[src/rtl/zse_pkg.sv]
package zse_pkg;
    typedef enum logic [2:0] {
        OP_NOP  = 3'd0,
        OP_ADD  = 3'd1,
        OP_SUB  = 3'd2,
        OP_MUL  = 3'd3,
        OP_DIV  = 3'd4,
        OP_LOAD = 3'd5,
        OP_PUSH = 3'd6,
        OP_POP  = 3'd7
    } zse_op_e;

    typedef enum logic {
        S_READY  = 1'b0,
        S_DIVIDE = 1'b1
    } zse_state_e;
endpackage

[src/rtl/zse_lifo.sv]
module zse_lifo #(
    parameter int DATA_W = 16,
    parameter int DEPTH  = 16,
    localparam int PTR_W = $clog2(DEPTH),
    localparam int CNT_W = $clog2(DEPTH + 1)
) (
    input  logic              clk,
    input  logic              rst_n,
    input  logic              push,
    input  logic              pop,
    input  logic [DATA_W-1:0] wdata,
    output logic [DATA_W-1:0] top,
    output logic [CNT_W-1:0]  level,
    output logic              full,
    output logic              empty
);
    logic [DATA_W-1:0] mem [DEPTH];
    logic [PTR_W-1:0]  top_ptr;
    logic [PTR_W-1:0]  wr_ptr;

    assign full    = (level == CNT_W'(DEPTH));
    assign empty   = (level == '0);
    assign top_ptr = PTR_W'(level - CNT_W'(1));
    assign wr_ptr  = PTR_W'(level);
    assign top     = empty ? '0 : mem[top_ptr];

    always_ff @(posedge clk or negedge rst_n) begin
        if (!rst_n) begin
            level <= '0;
        end else if (push && !full) begin
            level <= level + CNT_W'(1);
        end else if (pop && !empty) begin
            level <= level - CNT_W'(1);
        end
    end

    always_ff @(posedge clk) begin
        if (push && !full) begin
            mem[wr_ptr] <= wdata;
        end
    end
endmodule

[src/rtl/zse_divider.sv]
module zse_divider #(
    parameter int DATA_W = 16,
    localparam int STEP_W = $clog2(DATA_W + 1)
) (
    input  logic              clk,
    input  logic              rst_n,
    input  logic              start,
    input  logic [DATA_W-1:0] dividend,
    input  logic [DATA_W-1:0] divisor,
    output logic              done,
    output logic [DATA_W-1:0] quotient
);
    logic [DATA_W-1:0] rem_q;
    logic [DATA_W-1:0] dvs_q;
    logic [STEP_W-1:0] steps_q;
    logic              busy_q;
    logic [DATA_W:0]   shifted;
    logic [DATA_W:0]   diff;
    logic              fits;

    // one restoring step: bring in the next dividend bit, subtract if it fits
    assign shifted = {rem_q, quotient[DATA_W-1]};
    assign diff    = shifted - {1'b0, dvs_q};
    assign fits    = !diff[DATA_W];

    always_ff @(posedge clk or negedge rst_n) begin
        if (!rst_n) begin
            rem_q    <= '0;
            dvs_q    <= '0;
            quotient <= '0;
            steps_q  <= '0;
            busy_q   <= 1'b0;
            done     <= 1'b0;
        end else begin
            done <= 1'b0;
            if (start) begin
                rem_q    <= '0;
                dvs_q    <= divisor;
                quotient <= dividend;
                steps_q  <= STEP_W'(DATA_W);
                busy_q   <= 1'b1;
            end else if (busy_q) begin
                rem_q    <= fits ? diff[DATA_W-1:0] : shifted[DATA_W-1:0];
                quotient <= {quotient[DATA_W-2:0], fits};
                steps_q  <= steps_q - STEP_W'(1);
                if (steps_q == STEP_W'(1)) begin
                    busy_q <= 1'b0;
                    done   <= 1'b1;
                end
            end
        end
    end
endmodule

[src/rtl/zstack_exec.sv]
module zstack_exec #(
    parameter int DATA_W    = 16,
    parameter int STK_DEPTH = 16,
    parameter int IDX_W     = 3,
    localparam int CNT_W    = $clog2(STK_DEPTH + 1),
    localparam logic [IDX_W-1:0] ACC_IDX = '1
) (
    input  logic              clk,
    input  logic              rst_n,
    input  logic              ins_valid,
    output logic              ins_ready,
    input  logic [2:0]        ins_op,
    input  logic [IDX_W-1:0]  ins_idx,
    input  logic [DATA_W-1:0] ins_rdata,
    output logic              wb_en,
    output logic [IDX_W-1:0]  wb_idx,
    output logic [DATA_W-1:0] wb_data,
    output logic [DATA_W-1:0] acc_o,
    output logic              ovf_o,
    output logic              udf_o,
    output logic              div0_o
);
    import zse_pkg::*;

    zse_state_e        state_q, state_d;
    zse_op_e           op;
    logic              fire;
    logic [DATA_W-1:0] src_val;
    logic [DATA_W-1:0] acc_d;
    logic              ovf_d, udf_d, div0_d;
    logic              wb_en_d;
    logic [IDX_W-1:0]  wb_idx_d;
    logic [DATA_W-1:0] wb_data_d;
    logic              stk_push, stk_pop;
    logic [DATA_W-1:0] stk_top;
    logic [CNT_W-1:0]  stk_level;
    logic              stk_full, stk_empty;
    logic              div_start, div_done;
    logic [DATA_W-1:0] div_quo;

    assign op        = zse_op_e'(ins_op);
    assign ins_ready = (state_q == S_READY);
    assign fire      = ins_valid && ins_ready;
    assign src_val   = (ins_idx == ACC_IDX) ? acc_o : ins_rdata;

    zse_lifo #(.DATA_W(DATA_W), .DEPTH(STK_DEPTH)) u_lifo (
        .clk   (clk),
        .rst_n (rst_n),
        .push  (stk_push),
        .pop   (stk_pop),
        .wdata (src_val),
        .top   (stk_top),
        .level (stk_level),
        .full  (stk_full),
        .empty (stk_empty)
    );

    zse_divider #(.DATA_W(DATA_W)) u_div (
        .clk      (clk),
        .rst_n    (rst_n),
        .start    (div_start),
        .dividend (acc_o),
        .divisor  (stk_top),
        .done     (div_done),
        .quotient (div_quo)
    );

    // next state and outputs
    always_comb begin
        state_d   = state_q;
        acc_d     = acc_o;
        ovf_d     = ovf_o;
        udf_d     = udf_o;
        div0_d    = div0_o;
        wb_en_d   = 1'b0;
        wb_idx_d  = wb_idx;
        wb_data_d = wb_data;
        stk_push  = 1'b0;
        stk_pop   = 1'b0;
        div_start = 1'b0;
        unique case (state_q)
            S_READY: begin
                if (fire) begin
                    unique case (op)
                        OP_ADD, OP_SUB, OP_MUL, OP_DIV: begin
                            if (stk_empty) begin
                                udf_d = 1'b1;
                            end else begin
                                stk_pop = 1'b1;
                                if (op == OP_ADD) begin
                                    acc_d = acc_o + stk_top;
                                end else if (op == OP_SUB) begin
                                    acc_d = acc_o - stk_top;
                                end else if (op == OP_MUL) begin
                                    acc_d = acc_o * stk_top;
                                end else if (stk_top == '0) begin
                                    div0_d = 1'b1;
                                end else begin
                                    div_start = 1'b1;
                                    state_d   = S_DIVIDE;
                                end
                            end
                        end
                        OP_LOAD: acc_d = src_val;
                        OP_PUSH: begin
                            if (stk_full) ovf_d = 1'b1;
                            else          stk_push = 1'b1;
                        end
                        OP_POP: begin
                            if (stk_empty) begin
                                udf_d = 1'b1;
                            end else begin
                                stk_pop = 1'b1;
                                if (ins_idx == ACC_IDX) begin
                                    acc_d = stk_top;
                                end else begin
                                    wb_en_d   = 1'b1;
                                    wb_idx_d  = ins_idx;
                                    wb_data_d = stk_top;
                                end
                            end
                        end
                        default: ;
                    endcase
                end
            end
            S_DIVIDE: begin
                if (div_done) begin
                    acc_d   = div_quo;
                    state_d = S_READY;
                end
            end
        endcase
    end

    // state and output registers
    always_ff @(posedge clk or negedge rst_n) begin
        if (!rst_n) begin
            state_q <= S_READY;
            acc_o   <= '0;
            ovf_o   <= 1'b0;
            udf_o   <= 1'b0;
            div0_o  <= 1'b0;
            wb_en   <= 1'b0;
            wb_idx  <= '0;
            wb_data <= '0;
        end else begin
            state_q <= state_d;
            acc_o   <= acc_d;
            ovf_o   <= ovf_d;
            udf_o   <= udf_d;
            div0_o  <= div0_d;
            wb_en   <= wb_en_d;
            wb_idx  <= wb_idx_d;
            wb_data <= wb_data_d;
        end
    end
endmodule

[config.mk]
export PLATFORM = sky130hd
export DESIGN_NAME = zstack_exec
export DESIGN_NICKNAME = d
export VERILOG_FILES = /design/src/rtl/zse_pkg.sv /design/src/rtl/zse_lifo.sv /design/src/rtl/zse_divider.sv /design/src/rtl/zstack_exec.sv
export SDC_FILE = /design/constraint.sdc
export NUM_CORES = 1
export LEC_CHECK = 0
export ABC_AREA = 0
export BUFFER_PORTS_ARGS = -buffer_cell sky130_fd_sc_hd__buf_2
export CAP_MARGIN = 0
export CORE_UTILIZATION = 64
export DETAILED_ROUTE_END_ITERATION = 8
export PLACE_DENSITY = 0.82
export SLEW_MARGIN = 10
export SYNTH_ARGS = -nofsm -noshare
export SYNTH_HDL_FRONTEND = slang
export SYNTH_SLANG_ARGS = --single-unit
[constraint.sdc]
create_clock -name clk -period 14.93 [get_ports clk]
set_clock_uncertainty 0.05 [all_clocks]
set_input_delay 2.2395 -clock clk [delete_from_list [all_inputs] [get_ports clk]]
set_output_delay 2.2395 -clock clk [all_outputs]
set_load 0.02 [all_outputs]
### Word-level counts from Yosys, hierarchy flattened

Memory sizes are Yosys's and may differ from the RTL's.
Cells that the tools add are included.

| storage, ports and cells | value |
|---|---|
| register bits after elaboration | 100 |
| RAM bits | 256 |
| bits of input ports | 25 |
| output and inout port bits | 40 |
| word-level logic and storage cells | 115 |
| memories | 1 |

| cells by class | value |
|---|---|
| add/sub/neg operators | 6 |
| multiply operators | 1 |
| eq/ne operators | 17 |
| multiplexer cells | 52 |
| bitwise gates (word level) | 6 |
| reductions and logical operators | 17 |

Memories:

| name | depth | bits a word | rd ports | clocked after Yosys merged registers in | write ports | RTL line | text |
|---|---|---|---|---|---|---|---|
| u_lifo.mem | 16 | 16 | 1 | 0 | 1 | zse_lifo.sv:17 | `logic [DATA_W-1:0] mem [DEPTH];` |

Operators by type and width:

| cell | number |
|---|---|
| $mux W16 | 15 |
| $pmux W16 S3 | 1 |
| $pmux W16 S2 | 1 |
| $mux W1 | 30 |
| $mux W5 | 4 |
| $sub A17 B16 Y17 | 1 |
| $add A16 B16 Y16 | 1 |
| $logic_not A16 Y1 | 1 |
| $mul A16 B16 Y16 | 1 |
| $sub A16 B16 Y16 | 1 |
| $eq A3 B3 Y1 const B | 5 |
| $sub A5 B1 Y5 const B | 2 |
| $ne A3 B3 Y1 const B | 3 |
| $reduce_and A4 Y1 | 2 |
| $reduce_and A8 Y1 | 1 |
| $reduce_and A7 Y1 | 1 |
| $eq A3 B2 Y1 const B | 2 |
| $not A1 Y1 | 6 |
| $add A5 B1 Y5 const B | 1 |
| $eq A5 B1 Y1 const B | 1 |
| $eq A5 B5 Y1 const B | 1 |
| $logic_not A5 Y1 | 1 |
| $ne A5 B5 Y1 const B | 1 |
| $reduce_and A5 Y1 | 1 |
| other kinds (9) | 15 |

### Logic depth before layout (Yosys ltp)

Gate-level depths: netlist (run 1).
An unclocked memory read counts as a cell.

| depth | value |
|---|---|
| depth after elaboration | 13 |
| gate-level depth with buffers | 35 |
| depth with buffers taken out | 29 |

### Hierarchy

A second synthesis (run 1) with hierarchy kept.

| unflattened totals | value |
|---|---|
| cell total of the unflattened synthesis | 1782 |
| area total of the unflattened synthesis | 21565.7 um2 |

Modules (own cells, without submodules):

| module | instances | cells an instance | area an instance (um2) | sequential area each (um2) |
|---|---|---|---|---|
| zse_lifo | 1 | 451 | 10174.8 | 7812.5 |
| zstack_exec | 1 | 975 | 8041.5 | 1001.0 |
| zse_divider | 1 | 356 | 3349.5 | 1376.3 |

### Worst setup path before layout (run 1)

OpenSTA, ideal clock, no wires.

| timing | value |
|---|---|
| kind | flip-flop to flip-flop |
| from | register u_lifo.level[0] |
| to | register acc_o[15] |
| setup time | 0.123 ns |
| data arrival time | 8.044 ns |
| required time | 14.757 ns |
| path slack | 6.713 ns |
| cell stages (with the launch flop) | 33 |
| buffers on the path | 7 |
| clock period less this slack | 8.217 ns |
| cell sequence | dfrtp_1 buf_6 buf_6 buf_4 inv_1 ha_1 buf_4 buf_6 buf_2 mux4_2 mux4_2 nand2_1 clkbuf_1 nor2_1 fa_1 inv_1 fa_1 inv_1 fa_1 fa_1 inv_1 fa_1 fa_1 xnor2_1 xnor2_1 xnor2_1 xnor2_1 xnor2_1 xnor3_1 xnor3_1 xnor3_1 a21oi_1 a21oi_1 |

| between the ends | value |
|---|---|
| word-level cells in the longest chain between the ends | 11 |
| elaborated cells between the ends (all ways) | 19 |
| classes of those cells | add/sub: 3; mul: 1; eq/ne: 2; mux: 10; reduce/logical: 2; memory: 1 |

RTL lines:

| item | RTL line | text |
|---|---|---|
| start, declared | zse_lifo.sv:13 | `output logic [CNT_W-1:0] level,` |
| start signal, assigned | zse_lifo.sv:31 | `level <= level + CNT_W'(1);` |
| start signal, assigned | zse_lifo.sv:33 | `level <= level - CNT_W'(1);` |
| $sub A5 B1 Y5 | zse_lifo.sv:23 | `assign top_ptr = PTR_W'(level - CNT_W'(1));` |
| $mem_v2 Z16 W16 | -- |  |
| $mux W16 | zse_lifo.sv:25 | `assign top = empty ? '0 : mem[top_ptr];` |
| $mul A16 B16 Y16 | zstack_exec.sv:95 | `acc_d = acc_o * stk_top;` |
| $mux W16 | zstack_exec.sv:94 | `end else if (op == OP_MUL) begin` |
| $mux W16 | zstack_exec.sv:92 | `end else if (op == OP_SUB) begin` |
| $mux W16 | zstack_exec.sv:90 | `if (op == OP_ADD) begin` |
| $mux W16 | zstack_exec.sv:86 | `if (stk_empty) begin` |
| $pmux W16 S3 | zstack_exec.sv:84 | `unique case (op)` |
| $mux W16 | zstack_exec.sv:83 | `if (fire) begin` |
| $pmux W16 S2 | zstack_exec.sv:81 | `unique case (state_q)` |
| end signal, assigned | zstack_exec.sv:140 | `acc_o <= '0;` |
| end signal, assigned | zstack_exec.sv:149 | `acc_o <= acc_d;` |
| end, declared | zstack_exec.sv:18 | `output logic [DATA_W-1:0] acc_o,` |

Parallel ways exist; a longest one is shown, timed or not. The select of a mux whose other input is x is not followed.
A chain may end at the register's enable or synchronous reset.

### Worst setup path in the final report (run 1)

| timing | value |
|---|---|
| from | register u_lifo.level[0] |
| to | register acc_o[15] |

| between the ends | value |
|---|---|
| word-level cells in the longest chain between the ends | 11 |
| elaborated cells between the ends (all ways) | 19 |
| classes of those cells | add/sub: 3; mul: 1; eq/ne: 2; mux: 10; reduce/logical: 2; memory: 1 |

RTL lines:

| item | RTL line | text |
|---|---|---|
| $sub A5 B1 Y5 | zse_lifo.sv:23 |  |
| $mem_v2 Z16 W16 | -- |  |
| $mux W16 (*) | zse_lifo.sv:25 |  |
| via stk_top[7] | zstack_exec.sv:35 | `logic [DATA_W-1:0] stk_top;` |
| $mul A16 B16 Y16 | zstack_exec.sv:95 |  |
| $mux W16 | zstack_exec.sv:94 |  |
| $mux W16 | zstack_exec.sv:92 |  |
| $mux W16 (*) | zstack_exec.sv:90 |  |
| $mux W16 (*) | zstack_exec.sv:86 |  |
| $pmux W16 S3 (*) | zstack_exec.sv:84 |  |
| $mux W16 (*) | zstack_exec.sv:83 |  |
| $pmux W16 S2 (*) | zstack_exec.sv:81 |  |

The timed path passes the listed nets; every way through them passes the cells marked *. The select of a mux whose other input is x is not followed.

==> results.py, run 1 <==
metrics = {
    "global_routing": {
        "antenna_found_initial": 0,
        "grt_pass1_wl_um": 88060,
        "grt_overflow": 0,
        "grt_usage_pct": 35.89,
        "grt_pass1_vias": 14770,
        "grt_max_degree": 67,
    },
    "clock_tree": {
        "cts_hold_buf": 0,
        "cts-root-buf": "clkbuf_16",
        "clockBufferDepth": 3,
        "htree_levels": 2,
        "path_clk_slew_ps": 70,
        "numCtsBuffers": 37,
        "postCtsSetupRepairBufs": 0,
        "clk-insertion-delay-late_ps": 540,
        "cts_tree": "yes",
        "cts_resized": 0,
        "cts.sinks": 356,
    },
    "floorplanning": {
        "dieWidth_um": 183.9,
        "dieArea_um2": 33800,
        "io_pins": 65,
        "core_um2": 32540,
        "rows": 66,
        "start_util_pct": 65.05,
        "die_h_um": 183.9,
    },
    "place": {
        "routabilityCongestion": 1.010,
        "dpl_worst_slack_ps": 5850,
        "hpwl_um": 38350,
        "port_buffers": 64,
        "place_area_um2": 21940,
    },
    "worst_hold_path": {
        "hold_class": "reg -> reg",
    },
    "synth": {
        "synthFlopType": "edfxtp_1",
        "syn_nets": 1963,
        "yosys_warnings": 0,
        "ys_top_cells_by_area": "edfxtp_1 (36%), dfrtp_1 (12%), fa_1 (7.9%)",
        "async_flop_share_pct": 28.09,
        "synth_seq_cells": 356,
        "synth_area_um2": 21160,
        "synth_edf_count": 256,
        "synth_cell_types": 75,
        "synth_cells": 1752,
        "yosys.area.top_type": "edfxtp_1",
        "synth.yosys.seq_area_share_pct": 48.15,
        "syn_avg_cell_area_um2": 12.08,
        "yosysTopAreaCellShare_pct": 36.32,
    },
    "sta": {
        "fmax_mhz": 107.5,
        "setup_tns_ps": 0,
        "slew_headroom_pct": 15.51,
        "fin_crit_ps": 9303,
        "slew_viol_final": 0,
        "worst_pin_slew_ps": 1267,
        "rsz0062_at_grt": "false",
        "worst_slack_ps": 5627,
        "finalHoldViolCount": 0,
        "finalCritPeriodShare_pct": 62.31,
        "setup_viol": 0,
    },
    "detailed_routing": {
        "wl_per_cell_um": 25.67,
        "drt-vias-per-instance": 6.486,
        "vias": 14770,
        "ant_nets": 0,
        "drt_iter0_markers": 1724,
        "wirelength_um": 58450,
        "drc": 0,
        "drt_pass1_iterations": 7,
    },
    "final_layout": {
        "fillers": 2243,
        "post-route-util_pct": 71.14,
        "drive_gt1_share_pct": 14.71,
        "layout_commonest_cell": "edfxtp_1",
        "fin_area_um2": 23140,
        "mostFrequentLayoutCells": "edfxtp_1 (256), inv_1 (182), nand2_1 (150)",
        "multi_input_area_um2": 9898,
        "syn_to_final_growth_pct": 9.359,
        "ff_latch_area_um2": 10190,
        "antenna_cells": 0,
        "nets": 2018,
    },
    "worst_setup_path": {
        "cp-end-kind": "flop",
        "startpoint_type": "flop",
        "critical_path_class": "reg -> reg",
        "path_buf_inv": 4,
        "critPathArrivalTime_ps": 9670,
        "crit_top_cell": "fa_1",
        "max_stage_delay_ps": 890,
        "path_delay_family": "adder cells",
        "slowest_stage": "xnor2_2",
        "crit_required_ps": 15300,
        "critPathMaxFanout": 29,
    },
    "flow_run": {
        "maxCapViolCount": 0,
    },
    "outcome": {
        "status": "complete, no violations",
    },
}
sequential cells by signal, indices dropped and copies added, names as in the netlist:
register,flops
u_lifo.mem,256
acc_o,16
u_div.dvs_q,16
u_div.quotient,16
u_div.rem_q,16
wb_data,16
u_div.steps_q,5
u_lifo.level,5
wb_idx,3
div0_o,1
ovf_o,1
state_q,1
u_div.busy_q,1
u_div.done,1
udf_o,1
wb_en,1
through the flow:
stage | instances | hold WS [ps]
after floorplan | 1752 | 399.8
after global placement | 2210 | 404.0
after detailed placement | 2210 | 410.5
after CTS | 2277 | 424.5
after global routing | 2277 | 459.7
final | 2277 | 425.4
layout make-up:
class                      instances  share of cell area, %
sequential                       356                  44.05
multi-input combinational       1123                  42.77
clock buffer                      50                  4.390
inverter                         190                  3.081
timing repair buffer              99                  2.530
tap                              442                  2.389
clock inverter                    17                 0.7947
cells in the mapped netlist, types with 7 or more instances:
master	n
edfxtp_1	256
inv_1	182
nand2_1	150
nor2_1	146
ha_1	103
dfrtp_1	100
fa_1	83
a21oi_1	79
o21ai_0	67
mux2i_1	60
mux4_2	59
clkbuf_1	45
xnor2_1	44
and2_1	30
a211oi_1	27
and3_1	18
xor2_1	18
buf_2	17
mux2_2	15
nand3_1	15
nor3_1	15
a21o_1	14
a31oi_1	11
o21ai_1	11
o21bai_1	11
o22ai_1	11
buf_4	10
a211oi_2	9
mux4_1	9
nor2b_1	8
or3_1	8
a22oi_1	7
buf_6	7
nand2b_1	7
o211ai_1	7
tightest hold or removal path, delay by kind of cell, from the launching register on:
kind             cells  cell delay [ps]
AND/OR/NAND/NOR      1               40
flip-flops           1              340
AO/OA/AOI/OAI        1               60
metal layers:
metal  global-route usage (%)  vias up  routed length, um
met4                    20.53        0               3402
met1                    46.64     7274              21760
li1                         -     6343                  -
met5                        0        -                  0
met2                    58.36      956              28000
met3                    5.012      195               5281
cell families after synthesis:
logic type	Yosys count	share of synthesized area, %
XOR/XNOR	68	3.116
buffers and inverters	273	5.469
multiplexers	145	11.14
flip-flops	356	48.15
AO/OA/AOI/OAI	301	9.193
AND/OR/NAND/NOR	423	8.998
adder cells (fa/ha/maj)	186	13.94
path summary, 6_finish.rpt:
path                                      start         endpoint  slack [ps]  cells after the start
worst max register to register  u_lifo.level[0]        acc_o[15]        5630                     27
worst min register to register       wb_data[1]       wb_data[1]         430                      2
worst max-delay path            u_lifo.level[0]        acc_o[15]        5630                     27
worst min-delay path                 wb_data[1]       wb_data[1]         430                      2
max in group asynchronous                 rst_n  u_lifo.level[0]       11920                      2
min in group asynchronous                 rst_n         acc_o[0]        1580                      1
Power of run 1 is left out: the tool's default activity adds up to more than one toggle a clock period on the data nets, which glitch-free logic cannot reach.
==> run 2, diff against run 1 <==
--- a/config.mk
+++ b/config.mk
@@ -8,9 +8,9 @@
 export ABC_AREA = 0
 export BUFFER_PORTS_ARGS = -buffer_cell sky130_fd_sc_hd__buf_2
 export CAP_MARGIN = 0
-export CORE_UTILIZATION = 64
+export CORE_UTILIZATION = 63
 export DETAILED_ROUTE_END_ITERATION = 8
-export PLACE_DENSITY = 0.82
+export PLACE_DENSITY = 0.81
 export SLEW_MARGIN = 10
 export SYNTH_ARGS = -nofsm -noshare
 export SYNTH_HDL_FRONTEND = slang
==> constraint.sdc (replaced) <==
create_clock -name clk -period 8.6 [get_ports clk]
set_clock_uncertainty 0.05 [all_clocks]
set_input_delay 1.29 -clock clk [delete_from_list [all_inputs] [get_ports clk]]
set_output_delay 1.29 -clock clk [all_outputs]
set_load 0.02 [all_outputs]
==> run 2 against run 1 <==
Against the previous run:
- first-iteration DRC count down 7.5%
- via count up 0.62%
- cell count up 1.0%
- non-clock buffer count up 21
- final area up 0.92%
- largest cell class unchanged
- highest routed layer unchanged
==> results.py, run 2 (same netlist as run 1, synthesis figures left out) <==
metrics = {
    "place": {
        "dpl_worst_slack_ps": 300.3,
        "port_buffers": 64,
        "hpwl_um": 39150,
        "routabilityCongestion": 1.025,
    },
    "final_layout": {
        "syn_to_final_growth_pct": 10.36,
        "drive_gt1_share_pct": 15.88,
        "antenna_cells": 0,
        "nets": 2040,
        "top_register": "u_lifo.mem",
        "mostFrequentLayoutCells": "edfxtp_1 (256), inv_1 (182), nand2_1 (150)",
        "largest_reg_flops": 256,
        "layout_commonest_cell": "edfxtp_1",
    },
    "floorplanning": {
        "io_pins": 65,
        "dieArea_um2": 34330,
        "die_h_um": 185.3,
        "core_um2": 32780,
        "start_util_pct": 64.56,
        "dieWidth_um": 185.3,
        "rows": 66,
    },
    "detailed_routing": {
        "vias": 14860,
        "drc": 0,
        "wirelength_um": 57320,
        "drt_iter0_markers": 1595,
        "ant_nets": 0,
        "drt-vias-per-instance": 6.461,
        "drt_pass1_iterations": 8,
        "wl_per_cell_um": 24.92,
    },
    "clock_tree": {
        "path_clk_slew_ps": 70,
        "htree_levels": 2,
        "clockBufferDepth": 3,
        "cts_hold_buf": 0,
        "cts-root-buf": "clkbuf_16",
        "cts_tree": "yes",
        "numCtsBuffers": 38,
        "clk-insertion-delay-late_ps": 550,
        "cts.sinks": 356,
    },
    "sta": {
        "finalHoldViolCount": 0,
        "setup_viol": 0,
        "worst_pin_slew_ps": 1266,
        "slew_headroom_pct": 15.54,
        "fmax_mhz": 121.0,
        "worst_slack_ps": 333.6,
        "fin_crit_ps": 8266,
        "setup_tns_ps": 0,
        "slew_viol_final": 0,
        "whs_ps": 419.4,
        "finalCritPeriodShare_pct": 96.12,
        "rsz0062_at_grt": "false",
    },
    "outcome": {
        "status": "complete, no violations",
    },
    "worst_hold_path": {
        "hold_path_depth": 2,
        "hold_class": "reg -> reg",
    },
    "global_routing": {
        "grt_pass1_vias": 14750,
        "grt_overflow": 0,
        "antenna_found_initial": 0,
        "grt_max_degree": 82,
        "grt_usage_pct": 34.72,
        "grt_pass1_wl_um": 86950,
    },
    "worst_setup_path": {
        "cp-end-kind": "flop",
        "critPathMaxFanout": 9,
        "r2r_cells": 27,
        "critPathArrivalTime_ps": 8630,
        "startpoint_type": "flop",
        "crit_required_ps": 8960,
        "critical_path_class": "reg -> reg",
    },
    "flow_run": {
        "maxCapViolCount": 0,
    },
}
## run 2: metal layers
layer | global-route usage [%] | wire length (um)
met5 | 0 | 0
met4 | 21.06 | 3654
met3 | 7.059 | 5770
met2 | 53.92 | 26290
met1 | 45.25 | 21610
## run 2: final timing paths
path	start	to	slack (ps)
min in group asynchronous	rst_n	u_div.quotient[3]	590
setup reg to reg	u_lifo.level[0]	acc_o[15]	330
max in group asynchronous	rst_n	u_div.busy_q	6510
setup / recovery	u_lifo.level[0]	acc_o[15]	330
hold reg to reg	wb_idx[1]	wb_idx[1]	420
hold / removal	wb_idx[1]	wb_idx[1]	420
## run 2: critical path: stages (launching register included)
cell     delay [ps]
dfrtp_4         480
inv_1           270
ha_1            530
xor2_4          370
buf_4           240
mux2i_1         370
mux2i_1         190
and2_1          300
ha_1            310
fa_1            500
inv_1            50
fa_1            350
inv_1           100
fa_1            430
fa_1            420
inv_1            80
fa_1            420
fa_1            390
xnor2_1         170
xnor2_1         160
xnor2_1         170
xnor2_1         170
xnor2_1         140
xnor3_1         410
xnor3_1         400
xnor3_1         400
a21oi_1         150
a21oi_1          90
## run 2: final cells by class
type	instances	area (um^2)
inverter	190	713.2
fill	2246	9427
clock inverter	25	232.7
sequential	356	10190
timing repair buffer	120	769.5
tap	442	553.0
multi-input combinational	1123	9921
clock buffer	44	973.4
## run 2: stage by stage
step                      util, %  cells  area [um^2]
final                       71.25   2300        23360
after CTS                   71.06   2299        23300
after global routing        71.25   2300        23360
after global placement      67.38   2230        22090
after detailed placement    67.38   2230        22090
after floorplan                 -   1752        21160
## run 2: timing repair
| action | 4_1_cts | 5_1_grt |
|---|---|---|
| buffers inserted | 0 | 0 |
| gates resized for setup | 0 | 5 |
| setup endpoints to repair | 0 | 3 |
Power of run 2 is left out for the same reason.
==> run 3, diff against run 2 <==
--- a/config.mk
+++ b/config.mk
@@ -14,4 +14,5 @@
 export SLEW_MARGIN = 10
 export SYNTH_ARGS = -nofsm -noshare
 export SYNTH_HDL_FRONTEND = slang
+export SYNTH_HIERARCHICAL = 1
 export SYNTH_SLANG_ARGS = --single-unit
==> run 3 against run 2 <==
Against the previous run:
- count of clock-buffer cells in the layout decreased by 4
- final area increased by 0.51%
- global-route usage decreased by 0.73 points
- flip-flop and latch count unchanged
- cell count is 0.22% higher
- die area rose by 1.9%
- via count rose by 1.5%
- synthesized cell count grew 1.7%
- utilization down 1.4 points
- highest routed layer is now met5
==> results.py, run 3 <==
metrics = {
    "worst_setup_path": {
        "cp-endpoint": "acc_o[14]",
        "critical_path_class": "reg -> reg",
        "reg2reg_slack_ps": 770,
        "r2r_cells": 25,
        "slowest_stage": "dfrtp_4",
        "crit_top_cell": "fa_1",
        "critPathArrivalTime_ps": 8200,
        "cp-end-kind": "flop",
        "path_buf_inv": 7,
        "crit_cells": 25,
        "r2r_end": "acc_o[14]",
        "max_stage_delay_ps": 710,
        "critPathMaxFanout": 58,
        "cp-startpoint": "u_lifo/level[0]",
        "startpoint_type": "flop",
        "crit_required_ps": 8970,
        "path_delay_family": "adder cells",
        "timing.rr.start": "u_lifo/level[0]",
    },
    "synth": {
        "yosysTopAreaCellShare_pct": 35.65,
        "async_flop_share_pct": 28.09,
        "yosys.area.top_type": "edfxtp_1",
        "synth.most_common_cell": "edfxtp_1",
        "ys_top_cells_by_area": "edfxtp_1 (36%), dfrtp_1 (12%), fa_1 (7.7%)",
        "syn_nets": 1991,
        "synth_seq_cells": 356,
        "synth.yosys.seq_area_share_pct": 47.25,
        "synth_commonest_cells": "edfxtp_1 (256), inv_1 (170), nand2_1 (159)",
        "synth_cell_types": 89,
        "synth_cells": 1782,
        "synth_area_um2": 21570,
        "syn_avg_cell_area_um2": 12.10,
        "synthFlopType": "edfxtp_1",
        "yosys_warnings": 6,
        "synth_edf_count": 256,
    },
    "pwr": {
        "powerDensity_nw_per_um2": 196.9,
        "ir_worst_vdd_uv": 179.0,
        "power.total_mw": 4.623,
        "p_leak_nw": 9.567,
    },
    "flow_run": {
        "maxCapViolCount": 0,
    },
    "global_routing": {
        "antenna_found_initial": 1,
        "grt_pass1_vias": 15430,
        "grt_max_degree": 59,
        "grt_pass1_wl_um": 89480,
        "grt_overflow": 0,
        "grt_usage_pct": 33.98,
    },
    "final_layout": {
        "mostFrequentLayoutCells": "edfxtp_1 (256), inv_1 (170), nand2_1 (159)",
        "ff_latch_area_um2": 10190,
        "fillers": 2342,
        "antenna_cells": 0,
        "fin_area_um2": 23480,
        "top_register": "u_lifo/mem",
        "layout_commonest_cell": "edfxtp_1",
        "syn_to_final_growth_pct": 8.865,
        "multi_input_area_um2": 10340,
        "drive_gt1_share_pct": 16.91,
        "nets": 2042,
        "largest_reg_flops": 256,
    },
    "floorplanning": {
        "rows": 67,
        "start_util_pct": 64.15,
        "dieWidth_um": 187.0,
        "die_h_um": 187.0,
        "core_um2": 33620,
        "dieArea_um2": 34970,
        "io_pins": 65,
    },
    "clock_tree": {
        "numCtsBuffers": 35,
        "cts_hold_buf": 0,
        "cts.sinks": 356,
        "postCtsSetupRepairBufs": 0,
        "clk-insertion-delay-late_ps": 540,
        "path_clk_slew_ps": 70,
        "cts_resized": 0,
        "cts-root-buf": "clkbuf_16",
        "htree_levels": 2,
        "clockBufferDepth": 3,
        "cts_tree": "yes",
    },
    "sta": {
        "fmax_mhz": 127.8,
        "setup_viol": 0,
        "finalCritPeriodShare_pct": 91.02,
        "worst_slack_ps": 772.6,
        "finalHoldViolCount": 0,
        "slew_headroom_pct": 15.26,
        "rsz0062_at_grt": "false",
        "slew_viol_final": 0,
        "setup_tns_ps": 0,
        "worst_pin_slew_ps": 1270,
        "fin_crit_ps": 7827,
    },
    "detailed_routing": {
        "drt-vias-per-instance": 6.541,
        "wirelength_um": 58120,
        "wl_per_cell_um": 25.22,
        "drt_iter0_markers": 1569,
        "drt_pass1_iterations": 7,
        "drc": 0,
        "vias": 15080,
        "ant_nets": 0,
    },
    "place": {
        "port_buffers": 64,
        "hpwl_um": 38320,
        "routabilityCongestion": 0.9811,
        "place_area_um2": 22400,
        "dpl_worst_slack_ps": 891.0,
    },
    "outcome": {
        "status": "complete, no violations",
    },
    "worst_hold_path": {
        "hold_class": "reg -> reg",
    },
}
[run 3: changes by cell type after synthesis, sizes merged, moves of 11 or more]
cell | before | now
a21oi | 79 | 53
o22ai | 12 | 23
inv | 184 | 170
a211oi | 36 | 15
nor2 | 146 | 111
o21a | 4 | 15
and2 | 31 | 55
mux2 | 17 | 36
[run 3: power breakdown]
group	switching (mW)	internal [mW]	total, mW
combinational	0.799	0.473	1.27
clock	0.659	0.817	1.48
sequential	0.0215	1.85	1.87
total	1.48	3.14	4.62
[run 3: worst register-to-register path, stage by stage (launching register included)]
cell and delay, ps:
dfrtp_4 710, inv_1 160, ha_2 490, buf_12 350, mux4_2 400, mux2i_1 220
o22ai_1 130, buf_4 240, ha_1 330, fa_1 510, inv_1 50, fa_1 400
fa_1 540, fa_1 550, inv_1 60, fa_1 490, inv_1 50, fa_1 480
inv_1 50, ha_1 330, and3_1 170, a31o_2 260, o41ai_1 310, xnor2_1 120
a21oi_1 190, a31oi_1 100
[run 3: cells by family after synthesis]
family	share of synthesized area, %
AOI/OAI and AO/OA	10.01
xor gates and xnor gates	3.011
adders and majority gates	13.56
buffers and inverters	5.071
DFF	47.25
muxes	11.50
and+or+nand+nor	9.596
[run 3: layer usage]
metal  up-vias  global-route usage [%]  share of wire [%]
met3       188                   6.604                 10
met5         -                       0              0.014
met1      7491                   45.37                 38
met2       933                   54.78                 48
met4         2                   14.66                4.3
li1       6463                       -                  -
[run 3: metrics by stage]
stage               hold WS, ps  utilization, %  cells
finish                    454.9           69.84   2305
global route              465.1           69.84   2305
CTS                       454.3           69.84   2305
detailed placement        441.3           66.63   2244
global placement          435.2           66.63   2244
floorplan                 423.6               -   1782
[run 3: cell type report]
cell class | instances | area share [%]
flip-flops and latches | 356 | 43.42
repair buffers | 107 | 2.803
multi-input cells | 1162 | 44.06
well taps | 448 | 2.388
clock inverters | 21 | 0.7834
clock buffers | 40 | 3.810
inverters | 171 | 2.734
[run 3: worst min-delay path by stage]
stage                     start           to  slack [ps]  cells past startpoint
finish              wb_data[12]  wb_data[12]         450                      1
global route        wb_data[15]  wb_data[15]         470                      1
CTS                 wb_data[12]  wb_data[12]         450                      1
detailed placement  wb_data[12]  wb_data[12]         440                      1
global placement    wb_data[12]  wb_data[12]         440                      1
floorplan            u_div/done      state_q         420                      1
No activity file was read; power rests on OpenSTA's default activity.
